## src/rtl/ivt_pkg.sv

```systemverilog
package ivt_pkg;

    typedef enum logic [1:0] {
        ST_IDLE     = 2'd0,
        ST_PERIODIC = 2'd1,
        ST_ONESHOT  = 2'd2
    } tmr_state_e;

    localparam int NUM_TMR = 2;
    localparam int PEND_W  = NUM_TMR + 1;
    localparam int PEND_TS = NUM_TMR;

    // byte offsets; timer n registers sit 8 bytes after timer n-1
    localparam int OFS_TS       = 'h00;
    localparam int OFS_T1_CUR   = 'h04;
    localparam int OFS_T1_RLD   = 'h08;
    localparam int OFS_TMR_STEP = 'h08;
    localparam int OFS_STATUS   = 'h20;

endpackage

```

## src/rtl/ivt_downcounter.sv

```systemverilog
module ivt_downcounter
    import ivt_pkg::*;
#(
    parameter int CNT_W = 32
) (
    input  logic             clk,
    input  logic             rst_n,
    input  logic             rld_we,
    input  logic [31:0]      wdata,
    output logic [CNT_W-1:0] cur_o,
    output logic [CNT_W-1:0] rld_cnt_o,
    output logic [31:0]      rld_word_o,
    output tmr_state_e       state_o,
    output logic             expire_o
);
    localparam int FIELD_W = CNT_W - 2;
    localparam logic [CNT_W-1:0] ONE = {{(CNT_W-1){1'b0}}, 1'b1};

    tmr_state_e         state_q, state_d;
    logic [FIELD_W-1:0] field_q;
    logic               osh_q;
    logic [CNT_W-1:0]   cur_q, cur_d;
    logic               wr_en, wr_osh, running, at_zero;
    logic [CNT_W-1:0]   wr_cnt, rld_cnt;

    assign wr_en   = wdata[0];
    assign wr_osh  = wdata[1];
    assign wr_cnt  = {wdata[CNT_W-1:2], 2'b00};
    assign rld_cnt = {field_q, 2'b00};
    assign running = (state_q != ST_IDLE);
    assign at_zero = (cur_q == '0);

    // next-state logic
    always_comb begin
        state_d = state_q;
        unique case (state_q)
            ST_IDLE: begin
                if (rld_we && wr_en)
                    state_d = wr_osh ? ST_ONESHOT : ST_PERIODIC;
            end
            ST_PERIODIC: begin
                if (rld_we)
                    state_d = !wr_en ? ST_IDLE : (wr_osh ? ST_ONESHOT : ST_PERIODIC);
            end
            ST_ONESHOT: begin
                if (rld_we)
                    state_d = !wr_en ? ST_IDLE : (wr_osh ? ST_ONESHOT : ST_PERIODIC);
                else if (at_zero)
                    state_d = ST_IDLE;
            end
            default: state_d = ST_IDLE;
        endcase
    end

    // value datapath
    always_comb begin
        cur_d = cur_q;
        if (!running) begin
            if (state_d != ST_IDLE)
                cur_d = wr_cnt;
        end else if (at_zero) begin
            cur_d = (state_q == ST_PERIODIC) ? rld_cnt : '0;
        end else begin
            cur_d = cur_q - ONE;
        end
    end

    always_ff @(posedge clk or negedge rst_n) begin
        if (!rst_n) state_q <= ST_IDLE;
        else        state_q <= state_d;
    end

    always_ff @(posedge clk or negedge rst_n) begin
        if (!rst_n) begin
            field_q <= '0;
            osh_q   <= 1'b0;
            cur_q   <= '0;
        end else begin
            cur_q <= cur_d;
            if (rld_we) begin
                field_q <= wdata[CNT_W-1:2];
                osh_q   <= wr_osh;
            end
        end
    end

    // outputs
    always_comb begin
        rld_word_o             = '0;
        rld_word_o[CNT_W-1:0]  = {field_q, osh_q, running};
        cur_o                  = cur_q;
        rld_cnt_o              = rld_cnt;
        state_o                = state_q;
        expire_o               = running && at_zero;
    end

endmodule

```

## src/rtl/ivt_stamp.sv

```systemverilog
module ivt_stamp #(
    parameter int TS_W = 32
) (
    input  logic            clk,
    input  logic            rst_n,
    input  logic            we,
    input  logic [TS_W-1:0] wdata,
    output logic [TS_W-1:0] ts_o,
    output logic            wrap_o
);
    localparam logic [TS_W-1:0] ONE = {{(TS_W-1){1'b0}}, 1'b1};

    logic [TS_W-1:0] ts_q;

    always_ff @(posedge clk or negedge rst_n) begin
        if (!rst_n)  ts_q <= '0;
        else if (we) ts_q <= wdata;
        else         ts_q <= ts_q + ONE;
    end

    assign ts_o   = ts_q;
    assign wrap_o = !we && (&ts_q);

endmodule

```

## src/rtl/ivt_status.sv

```systemverilog
module ivt_status #(
    parameter int PEND_W = 3
) (
    input  logic              clk,
    input  logic              rst_n,
    input  logic [PEND_W-1:0] set_i,
    input  logic              clr_we,
    input  logic [PEND_W-1:0] clr_mask,
    output logic [PEND_W-1:0] pend_o
);
    logic [PEND_W-1:0] pend_q, clr_eff;

    assign clr_eff = clr_we ? clr_mask : '0;

    always_ff @(posedge clk or negedge rst_n) begin
        if (!rst_n) pend_q <= '0;
        else        pend_q <= (pend_q & ~clr_eff) | set_i;
    end

    assign pend_o = pend_q;

endmodule

```

## src/rtl/stamp_interval_timer.sv

```systemverilog
module stamp_interval_timer
    import ivt_pkg::*;
#(
    parameter int ADDR_W = 6,
    parameter int CNT_W  = 32,
    parameter int TS_W   = 32
) (
    input  logic              clk,
    input  logic              rst_n,
    input  logic              bus_we,
    input  logic [ADDR_W-1:0] bus_addr,
    input  logic [31:0]       bus_wdata,
    output logic [31:0]       bus_rdata,
    output logic              irq_tmr1,
    output logic              irq_tmr2,
    output logic              irq_stamp
);
    localparam logic [ADDR_W-1:0] A_TS     = ADDR_W'(OFS_TS);
    localparam logic [ADDR_W-1:0] A_STATUS = ADDR_W'(OFS_STATUS);

    logic [TS_W-1:0]                  ts_q;
    logic                             ts_wrap;
    logic [PEND_W-1:0]                pend_q;
    logic [NUM_TMR-1:0][CNT_W-1:0]    cur_v, rcnt_v;
    logic [NUM_TMR-1:0][31:0]         rword_v;
    tmr_state_e [NUM_TMR-1:0]         st_v;
    logic [NUM_TMR-1:0]               expire_v;

    ivt_stamp #(.TS_W(TS_W)) u_stamp (
        .clk    (clk),
        .rst_n  (rst_n),
        .we     (bus_we && (bus_addr == A_TS)),
        .wdata  (bus_wdata[TS_W-1:0]),
        .ts_o   (ts_q),
        .wrap_o (ts_wrap)
    );

    for (genvar i = 0; i < NUM_TMR; i++) begin : g_tmr
        localparam logic [ADDR_W-1:0] A_RLD = ADDR_W'(OFS_T1_RLD + OFS_TMR_STEP * i);
        ivt_downcounter #(.CNT_W(CNT_W)) u_cnt (
            .clk        (clk),
            .rst_n      (rst_n),
            .rld_we     (bus_we && (bus_addr == A_RLD)),
            .wdata      (bus_wdata),
            .cur_o      (cur_v[i]),
            .rld_cnt_o  (rcnt_v[i]),
            .rld_word_o (rword_v[i]),
            .state_o    (st_v[i]),
            .expire_o   (expire_v[i])
        );
    end

    ivt_status #(.PEND_W(PEND_W)) u_status (
        .clk      (clk),
        .rst_n    (rst_n),
        .set_i    ({ts_wrap, expire_v}),
        .clr_we   (bus_we && (bus_addr == A_STATUS)),
        .clr_mask (bus_wdata[PEND_W-1:0]),
        .pend_o   (pend_q)
    );

    always_comb begin
        bus_rdata = '0;
        if (bus_addr == A_TS)     bus_rdata[TS_W-1:0]   = ts_q;
        if (bus_addr == A_STATUS) bus_rdata[PEND_W-1:0] = pend_q;
        for (int i = 0; i < NUM_TMR; i++) begin
            if (bus_addr == ADDR_W'(OFS_T1_CUR + OFS_TMR_STEP * i))
                bus_rdata[CNT_W-1:0] = cur_v[i];
            if (bus_addr == ADDR_W'(OFS_T1_RLD + OFS_TMR_STEP * i))
                bus_rdata = rword_v[i];
        end
    end

    assign irq_tmr1  = pend_q[0];
    assign irq_tmr2  = pend_q[1];
    assign irq_stamp = pend_q[PEND_TS];

endmodule

```

## config.mk

```make
export PLATFORM = sky130hd
export DESIGN_NAME = stamp_interval_timer
export DESIGN_NICKNAME = d
export VERILOG_FILES = /design/src/rtl/ivt_pkg.sv /design/src/rtl/ivt_downcounter.sv /design/src/rtl/ivt_stamp.sv /design/src/rtl/ivt_status.sv /design/src/rtl/stamp_interval_timer.sv
export SDC_FILE = /design/constraint.sdc
export NUM_CORES = 1
export LEC_CHECK = 0
export ABC_AREA = 1
export CAP_MARGIN = 15
export CORE_ASPECT_RATIO = 0.75
export CORE_UTILIZATION = 55
export DETAILED_ROUTE_END_ITERATION = 7
export GPL_TIMING_DRIVEN = 0
export PLACE_DENSITY_LB_ADDON = 0.12
export SETUP_SLACK_MARGIN = 0.15
export SKIP_CTS_REPAIR_TIMING = 1
export SYNTH_ARGS = -nofsm -noshare
export SYNTH_HDL_FRONTEND = slang
export SYNTH_SLANG_ARGS = --single-unit
```

## constraint.sdc

```tcl
create_clock -name clk -period 2.4 [get_ports clk]
set_input_delay 0.36 -clock clk [delete_from_list [all_inputs] [get_ports clk]]
set_output_delay 0.36 -clock clk [all_outputs]
set_load 0.05 [all_outputs]
```

# [Yosys cells after proc, flatten, opt, wreduce, memory -nomap -nowiden]
# Index checks and enable logic that the tools add are counted.
[op_classes] mux=28 n_reduce_logical=22 addsub=3 bitwise_logic=3 eq_ne=9
[ops] operator="two-way mux 32 bit" n=14
[ops] operator="logical NOT 32 bit" n=2
[ops] operator="subtractor 32 x 1 -> 32 bit, second input constant" n=2
[ops] operator="adder 32 x 1 -> 32 bit, second input constant" n=1
[ops] operator="AND reduction 32 bit" n=1
[ops] operator="two-way mux 2 bit" n=10
[ops] operator="== test 6 x 4 -> 1 bit, second input constant" n=2
[ops] operator="one-hot mux 2 bit (3 select lines)" n=2
[ops] operator="nonzero test 2 bit" n=6
[ops] operator="logical AND 1 bit" n=9
[ops] operator="== test 6 x 3 -> 1 bit, second input constant" n=1
[ops] operator="== test 6 x 5 -> 1 bit, second input constant" n=1
[ops] operator="== test 6 bit, second input constant" n=1
[ops] operator="logical NOT 6 bit" n=1
[ops] operator="two-way mux 3 bit" n=2
[ops] operator="== test 2 x 1 -> 1 bit, second input constant" n=2
[ops] operator="== test 2 bit, second input constant" n=2
[ops] operator="logical NOT 2 bit" n=2
[ops] operator="bitwise AND 3 bit" n=1
[ops] operator="inverter 3 bit" n=1
[ops] operator="bitwise OR 3 bit" n=1
[ops] operator="logical NOT 1 bit" n=1
[totals] word_cells=75 register_bits=165 out_inout_bits=35 input_bits=41

# [Depth between registers and ports, before layout]
[depth] word_depth=8 mapped_depth=15 mapped_depth_nobuf=13

# [Hierarchy]
# Synthesis repeated with hierarchy kept, for this count alone.
[unflattened] cells_unflattened=2079 area_unflattened_um2=13106.3
[by_module_without_submodules] module="ivt_downcounter (g_tmr[0].u_cnt)" instances=1 cells_per_inst=705 seq_area_each_um2=1626.6 area_each_um2=4675.7
[by_module_without_submodules] module="ivt_downcounter (g_tmr[1].u_cnt)" instances=1 cells_per_inst=705 seq_area_each_um2=1626.6 area_each_um2=4662.0
[by_module_without_submodules] module="ivt_stamp" instances=1 cells_per_inst=320 seq_area_each_um2=800.8 area_each_um2=2162.1
[by_module_without_submodules] module="stamp_interval_timer" instances=1 cells_per_inst=334 seq_area_each_um2=0.0 area_each_um2=1486.4
[by_module_without_submodules] module="ivt_status" instances=1 cells_per_inst=15 seq_area_each_um2=75.1 area_each_um2=120.1

# [Worst setup path after synthesis]
# OpenSTA, ideal clock, no wires.
[synth_timing] path_kind="input to output" start="input bus_addr[5]" end="output bus_rdata[15]" required_ps=2040 n_path_buf=1 t_arrival_ps=1912 slack_ps=128 cell_stages=6 path_cell_list="nor2_1 nand2_1 inv_2 nand3_1 clkbuf_1 o211ai_1"
[synth_via] elab_chain_len=6 elab_cells_between_ends=10 cone_classes="4 x eq/ne; 5 x mux; 1 x reduce/logical"
[synth_lines] item="start, declared" line="stamp_interval_timer.sv:11" text="input logic [ADDR_W-1:0] bus_addr,"
[synth_lines] item="logical NOT 6 bit" line="stamp_interval_timer.sv:64" text="if (bus_addr == A_TS) bus_rdata[TS_W-1:0] = ts_q;"
[synth_lines] item="two-way mux 32 bit" line="stamp_interval_timer.sv:64"
[synth_lines] item="two-way mux 32 bit" line="stamp_interval_timer.sv:67" text="if (bus_addr == ADDR_W'(OFS_T1_CUR + OFS_TMR_STEP * i))"
[synth_lines] item="two-way mux 32 bit" line="stamp_interval_timer.sv:69" text="if (bus_addr == ADDR_W'(OFS_T1_RLD + OFS_TMR_STEP * i))"
[synth_lines] item="two-way mux 32 bit" line="stamp_interval_timer.sv:67"
[synth_lines] item="two-way mux 32 bit *" line="stamp_interval_timer.sv:69"
[synth_lines] item="end, declared" line="stamp_interval_timer.sv:13" text="output logic [31:0] bus_rdata,"
# Every way passes the cells marked *; elsewhere a longest branch is shown, timed or not.

# [Worst setup path in the final report]
[layout_timing] start="input bus_addr[3]" end="output bus_rdata[2]"
[layout_via] elab_chain_len=7 elab_cells_between_ends=12 cone_classes="5 x eq/ne; 6 x mux; 1 x reduce/logical"
[layout_lines] item="logical NOT 6 bit" line="stamp_interval_timer.sv:64"
[layout_lines] item="two-way mux 32 bit" line="stamp_interval_timer.sv:64"
[layout_lines] item="two-way mux 3 bit" line="stamp_interval_timer.sv:65" text="if (bus_addr == A_STATUS) bus_rdata[PEND_W-1:0] = pend_q;"
[layout_lines] item="two-way mux 32 bit" line="stamp_interval_timer.sv:67"
[layout_lines] item="two-way mux 32 bit" line="stamp_interval_timer.sv:69"
[layout_lines] item="two-way mux 32 bit" line="stamp_interval_timer.sv:67"
[layout_lines] item="two-way mux 32 bit *" line="stamp_interval_timer.sv:69"
# Marked as above.

==> flow_results.org <==
** Status
- The run finished with clean final reports.

** Floorplanning
- Core area :: 20,210 sq um
- The die is 126.4 um tall.
- In this run the core area contains 45 standard-cell rows.
- For this configuration, the core starts out at a cell density of 56.14%.
- Die area :: 21,220 sq um
- Die X-Extent :: 167.9 um
- I/O Pins :: 76

** Cells and area
- Area grow syn2layout :: 19.99%
- Most common cell after layout, fill and taps aside :: nand2_1
- Area used by multi-input combinational logic :: 6594 sq um
- The library cells used most frequently in the layout, excluding fill and tap cells, are nand2_1, nand3_1, inv_1.
- Share of post-route cells with drive strength above 1 :: 12.29%
- Area used by sequential logic in the layout :: 4135 sq um
- Count of nets after finishing :: 1,919
- The layout has 1,800 filler cells.
- Inserted Diodes :: 0

** Placed design
- Routability cong. :: 1.136
- Port buffering added 75 buffers.
- Final HPWL DP :: 37.06 mm

** Logic synthesis
- In this run, distinct cell masters in the synthesized netlist total 43.
- For this run, asynchronously set or reset flops after synthesis account for 100.0%.
- Mapped Cells :: 1,762
- Sequential cell area fraction in the yosys report :: 36.38%
- The Yosys step of the flow raised 0 warnings.
- Most used DFF post-synth :: dfrtp_1
- Post-synthesis net count :: 1,806
- Mean post-synth cell area :: 6.441 sq um
- The mapped netlist covers 11,350 sq um.
- Number of enable-type register cells in the synthesized netlist :: 0
- Synthesis inferred 165 register bits.

** Flow run
- Maximum Capacitance Violations :: 0

** Timing
- At the pin with the least slew margin, the transition time is 0.7412 ns.
- Min Tclk post-route :: 2.276 ns
- Final Hold Fails :: 0
- The worst pin sits at a relative slew slack of 50.40%.
- FMAX :: 439.3 MHz
- For the final database, setup skew stands at 0.009566 ns.
- Final setup vio count :: 0
- The final max-slew violation count came to 0.
- Setup repair after global routing could not meet its margin everywhere.
- Of the available clock period, the critical path in the final layout requires 94.85%.
- Total negative slack :: 0 ns

** Power and ir drop
- Net switching is 46.72% of the power.
- Leakage power figure :: 6.537 nW
- Part of the power in registers :: 37.7%
- Comb power frac :: 39.5%
- Total Power Consumption :: 12.52 mW
- The clock network accounts for 22.8% of the total power.
- Cell internal power was estimated by the tool at 6.673 mW.
- Summed over all nets, the switching power comes to 5.851 mW.
- For this design the ratio of total power to cell area is 919.7 nW/um^2.
- IR analysis of the VDD net gives a maximum drop of 843.1 uV.

** Detailed routing
- Final routed wire length divided by cell count :: 22.40 um
- After detailed routing, the number of remaining DRC violations is 0.
- Once detail routing completed, the nets flagged for antenna violations numbered 0.
- First-pass DRT Iterations :: 6
- Starting DRC count in detailed routing :: 2,221
- The final route contains 13,430 vias.
- Aggregate routed wire length :: 48.06 mm
- After detailed routing, the number of vias per cell comes to 6.256.

** Global route
- Maximum number of pins on one net before global-route repair :: 99
- Global routing finished with a remaining overflow of 0.
- Initial antenna violation count :: 0
- Vias in the first global route :: 11,840
- Across every metal layer, demand over resource in global routing totals 45.16%.
- The first global-routing pass estimated 70.14 mm of wire.

** Worst setup path
- Count of cells along the worst register-to-register path :: 13
- STA classifies the critical path startpoint as a primary input.
- Launch point of the worst reg-to-reg path :: g_tmr[1].u_cnt.cur_o[18]
- End point of the critical path :: bus_rdata[2]
- Worst-case register-to-register setup slack :: 0.20 ns
- STA puts the critical path data required time at 2.04 ns.
- STA classifies the critical path endpoint as an output pin.
- The setup path with the least slack is of type in -> out.
- Worst-path fanout max :: 5
- Startpoint of the most critical setup path :: bus_addr[3]
- Data arrival time of the critical path :: 1.92 ns
- In this run the critical register-to-register path is captured at g_tmr[1].u_cnt.cur_o[15].

** CTS
- Clock buffer count from CTS :: 17
- Insertion delay to the later sink of the worst-skew pair :: 0.46 ns
- Clk Tree Root Cell :: clkbuf_16
- Clock Pin Slew Worst Setup and Hold Paths :: 0.06 ns
- Number of H-tree levels :: 4
- CTS tree :: done
- CTS saw 165 sinks.
- Counting along the longest clock path gives a buffer depth of 2.

** Worst hold path
- The path class of the tightest hold or removal check is in -> async.
==> stage by stage <==
step | utilization, % | cells | hold slack (ns) | worst slack, ns | area [sq um]
after floorplan | - | 1762 | 0.06441 | 0.2315 | 11360
after detailed placement | 61.65 | 2096 | 0.3558 | -1.522 | 12460
after global routing | 67.37 | 2146 | 0.4930 | 0.09828 | 13620
after global placement | 61.49 | 2095 | 0.4689 | -6.119 | 12430
after CTS | 64.53 | 2128 | -0.1111 | -1.552 | 13040
final | 67.37 | 2146 | 0.4311 | 0.1237 | 13620
==> how the worst min path moves through the flow <==
stage                         startpoint                  endpoint  slack (ns)  cells after the start
floorplan                          rst_n   g_tmr[0].u_cnt.cur_o[0]        0.06                      0
detailed placement                 rst_n  g_tmr[0].u_cnt.cur_o[28]        0.36                      1
global placement    g_tmr[1].u_cnt.osh_q      g_tmr[1].u_cnt.osh_q        0.47                      2
global route                       rst_n  g_tmr[0].u_cnt.cur_o[28]        0.49                      2
CTS                                rst_n  g_tmr[0].u_cnt.cur_o[28]       -0.11                      1
finish                             rst_n  g_tmr[0].u_cnt.cur_o[28]        0.43                      2
==> state kept, by name (all words and copies together), names as in the netlist <==
signal,flops
g_tmr.u_cnt.cur_o,64
g_tmr.u_cnt.field_q,60
g_tmr.u_cnt.osh_q,2
g_tmr.u_cnt.state_o,4
u_stamp.ts_o,32
u_status.pend_o,3
==> Yosys cell counts (all sizes together) (2+ instances only) <==
cell,n,area (sq um)
clkinv,3,11.26
nand3b,2,15.01
buf,23,138.9
dfrtp,165,4129
nand4,26,168.9
a221oi,7,61.31
clkbuf,42,157.7
o221ai,2,17.52
nor2,196,822.0
o211ai,22,165.2
inv,189,711.9
o22ai,20,125.1
a22oi,3,22.52
a31oi,3,18.77
o2111ai,6,52.55
ha,3,37.54
o21ai,128,640.6
nand2,616,2342
a21oi,23,115.1
nor3,20,111.4
xor2,36,315.3
nand3,219,1114
or2,3,18.77
==> critical path: stages <==
cell and delay [ns]:
clkbuf_2 0.18, nor2_4 0.22, nand3_1 0.13, nor2_2 0.39, nand2_1 0.08, o21ai_1 0.11, a21oi_1 0.07, o2111ai_1 0.10
clkbuf_4 0.27
==> kinds of logic after synthesis <==
group	synth area share [%]
buffers and inverters	8.986
AO/OA/AOI/OAI	10.80
XOR/XNOR	2.856
AND/OR/NAND/NOR	40.64
flip-flops	36.38
adder cells (fa/ha/maj)	0.3308
==> power by group through the flow <==
stage          sequential, mW  clock, mW  combinational [mW]
2_1_floorplan            4.33          0                3.22
3_3_place_gp             4.62          0                4.40
3_5_place_dp             4.62          0                4.51
4_1_cts                  4.58       2.83                4.54
5_1_grt                  4.79       2.94                5.44
6_report                 4.72       2.85                4.95
==> routing by layer <==
layer | track usage, % | wire, um | share of wire [%]
met4 | 14.36 | 1526 | 3.2
met2 | 59.68 | 18630 | 39
met3 | 16.76 | 7837 | 16
met1 | 67.07 | 20070 | 42
met5 | 0 | 0 | 0
==> area by class of cell <==
| type | count | area share (%) |
|---|---|---|
| Multi-Input combinational cell | 1340 | 48.42 |
| Sequential cell | 165 | 30.37 |
| Timing Repair Buffer | 93 | 6.083 |
| Inverter | 192 | 5.421 |
| Clock buffer | 18 | 3.152 |
| Buffer | 65 | 3.014 |
| Tap cell | 258 | 2.371 |
| Clock inverter | 14 | 1.121 |
| Timing Repair inverter | 1 | 0.04594 |
(Power assumes the default switching activity.)
